[src/rtl/irq_aggr_pkg.sv]
package irq_aggr_pkg;
    localparam int EVW       = 6;
    localparam int CTLW      = 4;
    localparam logic [7:0]  REV_ID    = 8'h13;
    localparam logic [5:0]  PEN_RST   = 6'h31;

    localparam logic [11:0] A_REV     = 12'h000;
    localparam logic [11:0] A_NPIPE   = 12'h004;
    localparam logic [11:0] A_GSTAT   = 12'h010;
    localparam logic [11:0] A_GEN     = 12'h014;
    localparam logic [11:0] A_GCLR    = 12'h018;

    localparam logic [3:0]  OFS_SRC   = 4'h0;
    localparam logic [3:0]  OFS_MASK  = 4'h4;
    localparam logic [3:0]  OFS_PSTAT = 4'h0;
    localparam logic [3:0]  OFS_PEN   = 4'h4;
    localparam logic [3:0]  OFS_PCLR  = 4'h8;

    function automatic logic [11:0] env_addr(input int e, input logic [3:0] ofs);
        return 12'h100 + 12'(e * 16) + {8'h00, ofs};
    endfunction

    function automatic logic [11:0] pipe_addr(input int p, input logic [3:0] ofs);
        return 12'h200 + 12'(p * 16) + {8'h00, ofs};
    endfunction
endpackage

[src/rtl/irq_pipe_stat.sv]
module irq_pipe_stat
    import irq_aggr_pkg::*;
(
    input  logic            clk,
    input  logic            rst_n,
    input  logic [EVW-1:0]  evt,
    input  logic            en_we,
    input  logic            clr_we,
    input  logic [EVW-1:0]  wdata,
    output logic [EVW-1:0]  stat,
    output logic [EVW-1:0]  en,
    output logic            pend
);
    logic [EVW-1:0] clr_bits;

    always_comb clr_bits = clr_we ? wdata : '0;

    always_ff @(posedge clk or negedge rst_n) begin
        if (!rst_n) begin
            stat <= '0;
        end else begin
            stat <= (stat & ~clr_bits) | evt;
        end
    end

    always_ff @(posedge clk or negedge rst_n) begin
        if (!rst_n) begin
            en <= PEN_RST;
        end else if (en_we) begin
            en <= wdata;
        end
    end

    always_comb pend = |(stat & en);
endmodule

[src/rtl/irq_ctl_stat.sv]
module irq_ctl_stat
    import irq_aggr_pkg::*;
(
    input  logic             clk,
    input  logic             rst_n,
    input  logic [CTLW-1:0]  evt,
    input  logic             en_we,
    input  logic             clr_we,
    input  logic [CTLW-1:0]  wdata,
    output logic [CTLW-1:0]  stat,
    output logic [CTLW-1:0]  en,
    output logic             pend
);
    logic [CTLW-1:0] clr_bits;

    always_comb clr_bits = clr_we ? wdata : '0;

    always_ff @(posedge clk or negedge rst_n) begin
        if (!rst_n) begin
            stat <= '0;
        end else begin
            stat <= (stat & ~clr_bits) | evt;
        end
    end

    always_ff @(posedge clk or negedge rst_n) begin
        if (!rst_n) begin
            en <= '0;
        end else if (en_we) begin
            en <= wdata;
        end
    end

    always_comb pend = |(stat & en);
endmodule

[src/rtl/irq_env_vec.sv]
module irq_env_vec #(
    parameter int NUM_PIPES = 8
) (
    input  logic                 clk,
    input  logic                 rst_n,
    input  logic                 mask_we,
    input  logic [31:0]          wdata,
    input  logic [NUM_PIPES-1:0] pipe_pend,
    input  logic                 ctl_pend,
    output logic [31:0]          mask,
    output logic [31:0]          src,
    output logic                 irq
);
    localparam logic [31:0] PIPE_BITS = (32'h1 << NUM_PIPES) - 32'h1;
    localparam logic [31:0] KEEP      = PIPE_BITS | 32'h8000_0000;

    logic [31:0] pend_vec;

    always_ff @(posedge clk or negedge rst_n) begin
        if (!rst_n) begin
            mask <= '0;
        end else if (mask_we) begin
            mask <= wdata & KEEP;
        end
    end

    always_comb begin
        pend_vec = {ctl_pend, {(31 - NUM_PIPES){1'b0}}, pipe_pend};
        src      = pend_vec & mask;
        irq      = |src;
    end
endmodule

[src/rtl/irq_aggr_top.sv]
module irq_aggr_top
    import irq_aggr_pkg::*;
#(
    parameter int NUM_PIPES = 8,
    parameter int NUM_ENV   = 4
) (
    input  logic                     clk,
    input  logic                     rst_n,
    input  logic [NUM_PIPES*EVW-1:0] pipe_evt,
    input  logic [CTLW-1:0]          ctl_evt,
    input  logic                     reg_wr,
    input  logic                     reg_rd,
    input  logic [11:0]              reg_addr,
    input  logic [31:0]              reg_wdata,
    output logic [31:0]              reg_rdata,
    output logic [NUM_ENV-1:0]       irq_out
);
    logic [EVW-1:0]          pstat [NUM_PIPES];
    logic [EVW-1:0]          pen   [NUM_PIPES];
    logic [NUM_PIPES-1:0]    ppend;
    logic [NUM_PIPES*EVW-1:0] stat_flat;
    logic [CTLW-1:0]         gstat;
    logic [CTLW-1:0]         gen;
    logic                    gpend;
    logic [31:0]             emask [NUM_ENV];
    logic [31:0]             esrc  [NUM_ENV];
    logic [31:0]             rd_mux;

    // pipe status groups
    for (genvar p = 0; p < NUM_PIPES; p++) begin : g_pipe
        logic en_we, clr_we;
        always_comb begin
            en_we  = reg_wr && (reg_addr == pipe_addr(p, OFS_PEN));
            clr_we = reg_wr && (reg_addr == pipe_addr(p, OFS_PCLR));
        end
        irq_pipe_stat u_pipe (
            .clk    (clk),
            .rst_n  (rst_n),
            .evt    (pipe_evt[p*EVW +: EVW]),
            .en_we  (en_we),
            .clr_we (clr_we),
            .wdata  (reg_wdata[EVW-1:0]),
            .stat   (pstat[p]),
            .en     (pen[p]),
            .pend   (ppend[p])
        );
        assign stat_flat[p*EVW +: EVW] = pstat[p];
    end

    // controller status group, bits 4:1 of the register view
    logic g_en_we, g_clr_we;
    always_comb begin
        g_en_we  = reg_wr && (reg_addr == A_GEN);
        g_clr_we = reg_wr && (reg_addr == A_GCLR);
    end

    irq_ctl_stat u_ctl (
        .clk    (clk),
        .rst_n  (rst_n),
        .evt    (ctl_evt),
        .en_we  (g_en_we),
        .clr_we (g_clr_we),
        .wdata  (reg_wdata[CTLW:1]),
        .stat   (gstat),
        .en     (gen),
        .pend   (gpend)
    );

    // per-environment source words
    for (genvar e = 0; e < NUM_ENV; e++) begin : g_env
        logic mask_we;
        always_comb mask_we = reg_wr && (reg_addr == env_addr(e, OFS_MASK));
        irq_env_vec #(.NUM_PIPES(NUM_PIPES)) u_env (
            .clk       (clk),
            .rst_n     (rst_n),
            .mask_we   (mask_we),
            .wdata     (reg_wdata),
            .pipe_pend (ppend),
            .ctl_pend  (gpend),
            .mask      (emask[e]),
            .src       (esrc[e]),
            .irq       (irq_out[e])
        );
    end

    // read selection
    always_comb begin
        rd_mux = '0;
        if (reg_addr == A_REV)   rd_mux = {20'h0, 4'(NUM_ENV), REV_ID};
        if (reg_addr == A_NPIPE) rd_mux = {24'h0, 8'(NUM_PIPES)};
        if (reg_addr == A_GSTAT) rd_mux = {{(31-CTLW){1'b0}}, gstat, 1'b0};
        if (reg_addr == A_GEN)   rd_mux = {{(31-CTLW){1'b0}}, gen, 1'b0};
        for (int e = 0; e < NUM_ENV; e++) begin
            if (reg_addr == env_addr(e, OFS_SRC))  rd_mux = esrc[e];
            if (reg_addr == env_addr(e, OFS_MASK)) rd_mux = emask[e];
        end
        for (int p = 0; p < NUM_PIPES; p++) begin
            if (reg_addr == pipe_addr(p, OFS_PSTAT)) rd_mux = {{(32-EVW){1'b0}}, pstat[p]};
            if (reg_addr == pipe_addr(p, OFS_PEN))   rd_mux = {{(32-EVW){1'b0}}, pen[p]};
        end
    end

    always_ff @(posedge clk or negedge rst_n) begin
        if (!rst_n) begin
            reg_rdata <= '0;
        end else if (reg_rd) begin
            reg_rdata <= rd_mux;
        end
    end
endmodule

[config.mk]
export PLATFORM = sky130hd
export DESIGN_NAME = irq_aggr_top
export DESIGN_NICKNAME = d
export VERILOG_FILES = /design/src/rtl/irq_aggr_pkg.sv /design/src/rtl/irq_pipe_stat.sv /design/src/rtl/irq_ctl_stat.sv /design/src/rtl/irq_env_vec.sv /design/src/rtl/irq_aggr_top.sv
export SDC_FILE = /design/constraint.sdc
export NUM_CORES = 1
export LEC_CHECK = 0
export ABC_AREA = 1
export BUFFER_PORTS_ARGS = -buffer_cell sky130_fd_sc_hd__buf_2
export CAP_MARGIN = 10
export CELL_PAD_IN_SITES_DETAIL_PLACEMENT = 0
export CELL_PAD_IN_SITES_GLOBAL_PLACEMENT = 1
export CORE_MARGIN = 4
export CORE_UTILIZATION = 38
export CTS_CLUSTER_DIAMETER = 30
export DETAILED_ROUTE_END_ITERATION = 6
export GPL_ROUTABILITY_DRIVEN = 0
export GPL_TIMING_DRIVEN = 0
export MAX_ROUTING_LAYER = met4
export PLACE_DENSITY = 0.78
export SLEW_MARGIN = 30
export SYNTH_ARGS = -nofsm -noshare
export SYNTH_HDL_FRONTEND = slang
export SYNTH_SLANG_ARGS = --single-unit
[constraint.sdc]
create_clock -name clk -period 2.95 [get_ports clk]
set_clock_uncertainty 0.2 [all_clocks]
set_input_delay 0 -clock clk [delete_from_list [all_inputs] [get_ports clk]]
set_output_delay 0 -clock clk [all_outputs]
set_load 0.1 [all_outputs]
==> flow_summary.yaml <==
run_status:
  status: "complete, no violations"
cells_and_area:
  seq_area_um2: 3780
  nets: 1495
  postLayoutCellArea_um2: 11100
  fillers: 2192
  final_common_cell: "nand2_1"
  drive_gt1_share_pct: 20.5
  antenna_cells: 0
  multi_input_area_um2: 4100
  layout_common_cells: "nand2_1 (342), inv_1 (145), o21ai_0 (135), dfrtp_1 (126), nor2_1 (97)"
  area_growth_pct: 29.7
placed_design:
  place_area_um2: 9450
  io_buffers: 90
  place_hpwl_mm: 20.3
  dp_slack_ns: -0.125
min_path:
  hold_depth: 5
  hold_class: "input pin to flip-flop"
setup_path:
  worst-setup-path-type: "flip-flop to output port"
  cpLargestDelayFamily: "simple AND/OR/NAND/NOR gates"
  path_cells: "a22o_1 > nor3_4 > nor2_1 > a2111oi_2 > or3b_2 > buf_4 > buf_6"
  ff2ff_path_depth: 20
  slowest_stage: "or3b_2"
  critPathArrivalTime_ns: 2.64
  cp.depth: 7
  crit_buf_inv: 2
  startpoint_type: "flip-flop"
  critical_path.max_stage_delay_ns: 0.48
  required_ns: 2.75
  worstPathMaxFanout: 3
  endpoint_kind: "output port"
logic_synthesis:
  yosysSeqAreaShare_pct: 44.3
  async_flop_share_pct: 100
  yosys.area_share.simple_pct: 29.7
  synth_ff_type: "dfrtp_1"
  synth.distinct_cells: 46
  syn_area_um2: 8540
  syn_inst: 1184
  synthMuxAreaShare_pct: 0.938
  synth-adder-area-share_pct: 0
  synth_compound_area_share_pct: 13.8
  ys_warn_count: 0
  avgSynthCellArea_um2: 7.21
  synth-edff-count: 0
  synth_top_family_by_area: "simple AND/OR/NAND/NOR gates"
  ys_ff_latch: 150
  yosys.area_share.xor_xnor_pct: 0
clock_tree:
  clkSinkCount: 150
  clockRootBuffer: "clkbuf_16"
  cts_buffer_depth: 2
  tritoncts: "done"
  clk_latency_ns: 0.43
  numCtsBuffers: 17
  htree_levels: 4
  path_clk_slew_ns: 0.07
routing:
  drtIter0Drc: 548
  via_count: 8333
  wl_mm: 28.5
  drc: 0
  routedWlPerCell_um: 16.9
  vias_per_cell: 4.94
  antenna_left: 0
  drtPass1Iterations: 5
global_route:
  grt_usage_pct: 24.0
  grt_pass1_wl_mm: 44.6
  antenna_found_initial: 0
  gr-total-overflow: 0
  grt_max_degree: 80
  grt_pass1_vias: 8138
sta:
  tns_ns: 0
  drv_slew: 0
  slew_headroom_pct: 35.7
  fmax_mhz: 352
  setup_viol: 0
  final.setup.worst_slack_ns: 0.106
  timing.final.crit_share_pct: 96.4
  hold_ws_ns: 0.00438
  rsz0062_at_grt: "true"
  worst_slew_pin_slew_ns: 0.965
  min_period_ns: 2.84
  hold_viol: 0
floorplan:
  die_w_um: 158
  rows: 54
  dieHeight_um: 158
  start_util_pct: 38.9
  core-area_um2: 22000
  io_pins: 136
  dieArea_um2: 24900
power:
  leakage_nw: 5.38
  power.total_mw: 4.76
  p_per_area_nw_per_um2: 430
  irDropWorstVdd_v: 0.000242
run:
  maxCapViolCount: 0
[per-layer routing]
metal | GRT usage [%] | vias to the layer above | share of wire [%]
met4 | 6.10 | 0 | 1.7
met2 | 40.2 | 233 | 50
met3 | 3.53 | 35 | 4.9
li1 | - | 4136 | -
met1 | 30.7 | 3929 | 44
met5 | - | - | 0
[worst paths after layout]
check | start | to | slack [ns]
max | g_pipe[7].u_pipe.stat[0] | irq_out[1] | 0.11
min in group asynchronous | rst_n | g_pipe[1].u_pipe.en[0] | 0.50
min | reg_addr[8] | g_pipe[2].u_pipe.stat[2] | 0.004
max reg2reg | g_pipe[0].u_pipe.stat[1] | reg_rdata[0] | 0.14
max in group asynchronous | rst_n | g_pipe[5].u_pipe.en[5] | 1.60
min reg2reg | reg_rdata[0] | reg_rdata[0] | 0.28
[registers in the layout, summed over array words and instances (netlist names)]
signal,flops
g_env.u_env.mask,36
g_pipe.u_pipe.en,48
g_pipe.u_pipe.stat,48
reg_rdata,10
u_ctl.en,4
u_ctl.stat,4
[cells in the mapped netlist, types with 3 or more instances]
cell	n	area, µm²
mux2i_1	8	80.1
nand2_2	7	43.8
dfstp_2	24	631
nor2_1	107	402
nor2_4	7	78.8
nand2_1	359	1350
nor3_1	16	80.1
nand3_1	44	220
nor4_1	4	25.0
buf_4	28	210
inv_2	22	82.6
a22o_1	6	52.6
nand3_2	3	30.0
clkbuf_1	23	86.3
nor2_2	9	56.3
inv_1	148	556
a21oi_1	32	160
o21ai_0	137	686
o21bai_1	24	180
dfrtp_1	126	3150
nand4_1	17	106
[logic make-up (layout without fill, tap and decap cells)]
kind of cell	Yosys count	count (layout)
other	1	22
AO/OA/AOI/OAI	213	213
flip-flops	150	150
AND/OR/NAND/NOR	587	587
multiplexers	8	8
buffers and inverters	225	428
[through the flow]
step,utilization [%],instances
global route,50.4,1688
CTS,49.3,1683
finish,50.4,1688
detailed placement,43.1,1576
global placement,42.9,1575
floorplan,-,1205
[cell type report]
| type | count | area share (%) |
|---|---|---|
| clock inverter | 13 | 1.36 |
| inverter | 171 | 5.82 |
| clock buffer | 19 | 3.91 |
| timing repair buffer | 171 | 11.7 |
| sequential | 150 | 34.2 |
| tap | 280 | 3.16 |
| multi-input combinational | 830 | 37.0 |
| buffer | 54 | 2.80 |
[power by group]
group / switching (mW) / internal (mW) / total, mW
registers: 0.00460 / 2.07 / 2.07
logic: 0.334 / 0.156 / 0.490
clock network: 0.937 / 1.26 / 2.20
total: 1.28 / 3.48 / 4.76
[worst register-to-register path: cells and delay by family (launching register included)]
family / cells / cell delay [ns]
simple gates: 19 / 2.03
buf+inv: 1 / 0.08
flops: 1 / 0.41
[what timing repair did]
action / CTS / global route
setup buffers: 0 / 5
pin swaps: 0 / 41
gates resized for setup: 8 / 56
hold buffers: 75 / 0
hold endpoints to repair: 229 / 0
endpoints found under the setup margin: 4 / 7
(Power assumes the default switching activity.)
